`src/rtl/loctmr_pkg.sv`:
```
package loctmr_pkg;

  typedef enum logic [1:0] {
    TM_ONESHOT  = 2'b00,
    TM_PERIODIC = 2'b01,
    TM_DEADLINE = 2'b10,
    TM_RSVD     = 2'b11
  } tmr_mode_e;

  localparam int SHIFT_W = 3;

  // Divide exponent: the three scattered bits, plus one, kept to three bits.
  function automatic logic [SHIFT_W-1:0] div_shift(input logic [3:0] cfg);
    logic [SHIFT_W-1:0] base;
    base = {cfg[3], cfg[1:0]};
    return base + 3'd1;
  endfunction

  // Deadline mode never advances the countdown.
  function automatic logic mode_counts(input tmr_mode_e m);
    return m != TM_DEADLINE;
  endfunction

  function automatic logic mode_reloads(input tmr_mode_e m);
    return m == TM_PERIODIC;
  endfunction

endpackage

```
`src/rtl/loctmr_prescaler.sv`:
```
module loctmr_prescaler #(
  parameter int SHIFT_W = 3
) (
  input  logic               clk,
  input  logic               rst_n,
  input  logic               clear,
  input  logic               enable,
  input  logic [SHIFT_W-1:0] shift,
  output logic               tick
);
  localparam int PRE_W = (1 << SHIFT_W) - 1;

  logic [PRE_W:0]   ratio_full;
  logic [PRE_W-1:0] ratio_m1;
  logic [PRE_W-1:0] pre_q;

  assign ratio_full = ((PRE_W+1)'(1) << shift) - (PRE_W+1)'(1);
  assign ratio_m1   = ratio_full[PRE_W-1:0];
  assign tick       = enable && !clear && (pre_q == ratio_m1);

  always_ff @(posedge clk or negedge rst_n) begin
    if (!rst_n)       pre_q <= '0;
    else if (clear)   pre_q <= '0;
    else if (tick)    pre_q <= '0;
    else if (enable)  pre_q <= pre_q + 1'b1;
  end

  // a ratio above one never yields two ticks in a row
  p_tick_gap_r1: assert property (@(posedge clk) disable iff (!rst_n)
    (tick && ratio_m1 != '0 && !clear) |=> !tick);

endmodule

```
`src/rtl/loctmr_countdown.sv`:
```
module loctmr_countdown #(
  parameter int CNT_W = 32
) (
  input  logic             clk,
  input  logic             rst_n,
  input  logic             load,
  input  logic [CNT_W-1:0] load_val,
  input  logic             tick,
  input  logic             periodic,
  input  logic [CNT_W-1:0] reload_val,
  output logic [CNT_W-1:0] cnt_q,
  output logic             expire
);
  localparam logic [CNT_W-1:0] ONE = CNT_W'(1);

  assign expire = tick && !load && (cnt_q == ONE);

  always_ff @(posedge clk or negedge rst_n) begin
    if (!rst_n)      cnt_q <= '0;
    else if (load)   cnt_q <= load_val;
    else if (expire) cnt_q <= periodic ? reload_val : '0;
    else if (tick)   cnt_q <= cnt_q - ONE;
  end

  // without a load the count moves down by at most one per clock
  p_step_r2: assert property (@(posedge clk) disable iff (!rst_n)
    (!load && cnt_q > ONE) |=> (cnt_q == $past(cnt_q) || cnt_q == $past(cnt_q) - ONE));

  // an exhausted count stays exhausted until reloaded by a write
  p_zero_hold_r5: assert property (@(posedge clk) disable iff (!rst_n)
    (!load && cnt_q == '0) |=> cnt_q == '0);

endmodule

```
`src/rtl/local_tmr.sv`:
```
module local_tmr #(
  parameter int CNT_W = 32,
  parameter int VEC_W = 8
) (
  input  logic             clk,
  input  logic             rst_n,
  input  logic             icnt_we,
  input  logic [CNT_W-1:0] icnt_wdata,
  input  logic             divcfg_we,
  input  logic [3:0]       divcfg_wdata,
  input  logic             lvt_we,
  input  logic [1:0]       lvt_mode,
  input  logic             lvt_mask,
  input  logic [VEC_W-1:0] lvt_vector,
  output logic [CNT_W-1:0] cur_count,
  output logic             irq_valid,
  output logic [VEC_W-1:0] irq_vector
);
  import loctmr_pkg::*;

  logic [CNT_W-1:0]   icnt_q;
  logic [3:0]         divcfg_q;
  tmr_mode_e          mode_q;
  logic               mask_q;
  logic [VEC_W-1:0]   vec_q;
  logic               irq_q;
  logic [VEC_W-1:0]   irq_vec_q;

  logic [CNT_W-1:0]   cnt_q;
  logic               run;
  logic               tick;
  logic               expire;
  logic               pre_clear;
  logic [SHIFT_W-1:0] shift;

  always_ff @(posedge clk or negedge rst_n) begin
    if (!rst_n) begin
      icnt_q   <= '0;
      divcfg_q <= '0;
      mode_q   <= TM_ONESHOT;
      mask_q   <= 1'b1;
      vec_q    <= '0;
    end else begin
      if (icnt_we)   icnt_q   <= icnt_wdata;
      if (divcfg_we) divcfg_q <= divcfg_wdata;
      if (lvt_we) begin
        mode_q <= tmr_mode_e'(lvt_mode);
        mask_q <= lvt_mask;
        vec_q  <= lvt_vector;
      end
    end
  end

  assign shift     = div_shift(divcfg_q);
  assign run       = mode_counts(mode_q) && (cnt_q != '0);
  assign pre_clear = icnt_we || divcfg_we;

  loctmr_prescaler #(.SHIFT_W(SHIFT_W)) u_pre (
    .clk    (clk),
    .rst_n  (rst_n),
    .clear  (pre_clear),
    .enable (run),
    .shift  (shift),
    .tick   (tick)
  );

  loctmr_countdown #(.CNT_W(CNT_W)) u_cnt (
    .clk        (clk),
    .rst_n      (rst_n),
    .load       (icnt_we),
    .load_val   (icnt_wdata),
    .tick       (tick),
    .periodic   (mode_reloads(mode_q)),
    .reload_val (icnt_q),
    .cnt_q      (cnt_q),
    .expire     (expire)
  );

  always_ff @(posedge clk or negedge rst_n) begin
    if (!rst_n) begin
      irq_q     <= 1'b0;
      irq_vec_q <= '0;
    end else begin
      irq_q <= expire && !mask_q;
      if (expire) irq_vec_q <= vec_q;
    end
  end

  assign cur_count  = (mode_q == TM_DEADLINE || icnt_q == '0) ? '0 : cnt_q;
  assign irq_valid  = irq_q;
  assign irq_vector = irq_vec_q;

  // a request never follows a cycle in which the entry was masked
  p_mask_r8: assert property (@(posedge clk) disable iff (!rst_n)
    irq_q |-> !$past(mask_q));

  // every request is caused by a countdown expiry one cycle earlier
  p_expire_cause_r9: assert property (@(posedge clk) disable iff (!rst_n)
    irq_q |-> $past(expire));

  // staying in deadline mode never produces a request
  p_deadline_quiet_r7: assert property (@(posedge clk) disable iff (!rst_n)
    (mode_q == TM_DEADLINE && $past(mode_q == TM_DEADLINE)) |-> !irq_q);

endmodule

```
`config.mk`:
```
export PLATFORM = sky130hd
export DESIGN_NAME = local_tmr
export DESIGN_NICKNAME = d
export VERILOG_FILES = /design/src/rtl/loctmr_pkg.sv /design/src/rtl/loctmr_prescaler.sv /design/src/rtl/loctmr_countdown.sv /design/src/rtl/local_tmr.sv
export SDC_FILE = /design/constraint.sdc
export NUM_CORES = 1
export LEC_CHECK = 0
export ABC_AREA = 1
export BUFFER_PORTS_ARGS = -buffer_cell sky130_fd_sc_hd__buf_2
export CELL_PAD_IN_SITES_DETAIL_PLACEMENT = 1
export CELL_PAD_IN_SITES_GLOBAL_PLACEMENT = 1
export CORE_AREA = 2 2 121 135
export CTS_CLUSTER_SIZE = 10
export DETAILED_ROUTE_END_ITERATION = 16
export DIE_AREA = 0 0 123 137
export PLACE_DENSITY = 0.76
export RECOVER_POWER = 25
export SLEW_MARGIN = 20
export SYNTH_ARGS = -nofsm -noshare
export SYNTH_HDL_FRONTEND = slang
export SYNTH_SLANG_ARGS = --single-unit
```
`constraint.sdc`:
```
create_clock -name clk -period 3.4 [get_ports clk]
set_input_delay 0.68 -clock clk [delete_from_list [all_inputs] [get_ports clk]]
set_output_delay 0.68 -clock clk [all_outputs]
set_load 0.01 [all_outputs]
```
==> results.md <==
* Antenna cells at 0
* Pleak at 3.53 nW
* Setup slack after layout at approximately 0.33 ns
* Drt pass-1 iters at 4
* Clock skew at between 0.005 and 0.006 ns
* CP Launch Type: register
* Max Slew Vio Count at 0
* Sequential area share after synthesis at 38.7%
* Routed WL at 19.1 mm
* Vias in the first global route at ~6.3k
* Synth cell types at 37
* CTS tree: done
* Final Util at roughly 46%
* Gates resized, CTS repair at 0
* Worst EP arrival at around 3.4 ns
* Post-CTS setup buffers at 0
* Final Power at 3.16 mW
* IO Pins at 93
* Die W at 123 um
* Number of port buffers at 91
* Bufs on Longest Clock Path at 2
* Core Rows at 48
* Status: finished with violations
* Chip Height at 137 um
* CTS Hold Bufs at 0
* Initial drt markers at 303
* Worst reg2reg setup slack at 0.33 ns
* Fin nets at 1025
* Crit. End Element: register
* First-pass GRT wire length at about 31 mm
* CP required at 3.68 ns
* CTS buffer count at 9
* Remaining Overflow, GRT at 0
* Final Hold Fails at 0
* Syn_nets at 945
* Tmin final at 3.07 ns
* Tightest Pin Transition at 1.50 ns
* Initial antenna violation count at 0
* Relative slew slack at 0.314%
* Layout cells sized above 1 at 17.2%
* Worst vdd ir at 0.000256 V
* Via count at 6112
* Largest net degree at the start of global routing at 57
* Critical Path Fanout Max at 24
* Flops & latches, synth at 94
* Clk_lat worst skew at 0.35 ns
* DR WL/cell at approximately 16 um
* Via density at 5.22
* WHS at around 0.49 ns
* Max-cap viol count at 1
* Crit share post-route at 90.4%
* DRC viols at 0
* Setup TNS at 0 ns
* Post-synthesis average cell area at 6.87 um^2
* Area grow syn2layout at 15.9%
* # H-tree levels at 3
* CTS root buf: clkbuf_16
* CTS clk-pin slew, worst paths at 0.07 ns
* Final RePlAce weighted congestion at 0.840
* Fmax at around 0.33 GHz
* Worst hold path class: reg2reg
* Area of the mapped netlist at 6090 um^2
* Pre-CTS setup slack at about 0.34 ns
* Worst Setup Path Type: reg2reg
* CTS Sinks at 94
* Ys Warns at 0
* Failing checks: max-capacitance violations
* Total track usage at a little under a quarter
* Unrepaired setup endpoints after global routing: no
* Die ar. at 16900 um^2
* Core area at 15500 um^2
* Starting Density at 39.3%
* # setup viols final at 0
* Power Dens Cells at 448 nW/um^2
* Syn Inst Count at 886
* Remaining antenna violation count at 0
* Dpl hpwl at roughly 14 mm
logic make-up after synthesis:
kind of cell	Yosys count	synth area share, %
muxes	1	0.185
and+or+nand+nor	525	37.9
xor gates and xnor gates	17	2.45
AOI/OAI and AO/OA	106	10.0
adders and majority gates	7	1.44
DFF	94	38.7
buffers and inverters	136	9.35
synth_stat cells, drive strengths merged:
library cell  instances  share of area (%)
a21oi                47                4.8
ha                    7                1.4
clkbuf               13               0.80
xnor2                 1               0.14
o211ai                4               0.49
dfstp                 1               0.43
nor2                124                8.2
nor4                  8               0.82
or2                   2               0.21
o22ai                11                1.1
nand3b                1               0.12
nand2               265                 17
nand4                37                3.9
nand3                78                7.0
o21ai                44                3.6
buf                  25                2.5
xor2                 16                2.3
dfrtp                93                 38
inv                  93                5.7
nor3                 10               0.90
mux2                  1               0.19
clkinv                5               0.31
worst paths after layout:
path / startpoint / end / depth (start not counted)
setup / recovery: divcfg_q[1] / u_cnt.cnt_q[29] / 15
hold / removal: irq_vector[6] / irq_vector[6] / 2
setup reg to reg: divcfg_q[1] / u_cnt.cnt_q[29] / 15
hold reg to reg: irq_vector[6] / irq_vector[6] / 2
max in group asynchronous: rst_n / u_cnt.cnt_q[21] / 2
min in group asynchronous: rst_n / vec_q[5] / 1
sequential cells by signal, indices dropped and copies added (netlist names):
signal / cells
u_pre.pre_q: 7
icnt_q: 32
mode_q: 2
mask_q: 1
divcfg_q: 3
u_cnt.cnt_q: 32
irq_vector: 8
irq_valid: 1
vec_q: 8
placed cells by master, fill, tap and decap left out, types with 16 or more instances in the layout:
master | netlist | layout
inv_1 | 89 | 88
xor2_1 | 16 | 16
dfrtp_1 | 93 | 93
buf_2 | 11 | 88
a21oi_1 | 32 | 32
o21ai_0 | 30 | 30
nand3_1 | 72 | 72
nor2_1 | 117 | 116
nand2_1 | 260 | 259
nand4_1 | 36 | 36
routing by layer:
metal | GRT usage, % | up-vias | wire length (um)
met5 | 0 | - | 0
met3 | 2.75 | 24 | 630
met2 | 41.3 | 110 | 9470
li1 | - | 3011 | -
met4 | 8.02 | 0 | 352
met1 | 30.8 | 2967 | 8670
power by group:
group,switching (mW),internal [mW],total [mW]
sequential,0.108,1.22,1.32
combinational,0.463,0.248,0.712
clock,0.461,0.666,1.13
critical path, stage by stage, from the launching register on:
cell     delay, ns
dfrtp_1       0.49
nand2_1       0.08
inv_1         0.08
ha_1          0.24
inv_1         0.15
ha_1          0.33
or2_2         0.29
nand4_1       0.14
a21oi_2       0.06
nand2_2       0.12
nor2_8        0.06
nand2_2       0.11
nand2_4       0.07
inv_2         0.45
a21oi_1       0.13
a21oi_1       0.17
per-stage QoR:
stage | instance area (um^2) | instances
after floorplan | 6090 | 886
after global placement | 6730 | 1155
after detailed placement | 6730 | 1155
after CTS | 7060 | 1171
after global routing | 7050 | 1171
final | 7050 | 1171
final cells by class:
type                            instances  area [um^2]
Clock inverter                          5         82.6
Tap cell                              200          250
Fill cell                            2057         8440
Inverter                               98          368
Clock buffer                           11          243
Multi-Input combinational cell        656         3170
Timing Repair Buffer                  107          586
Sequential cell                        94         2350
Power figures use the tool's default switching activity.
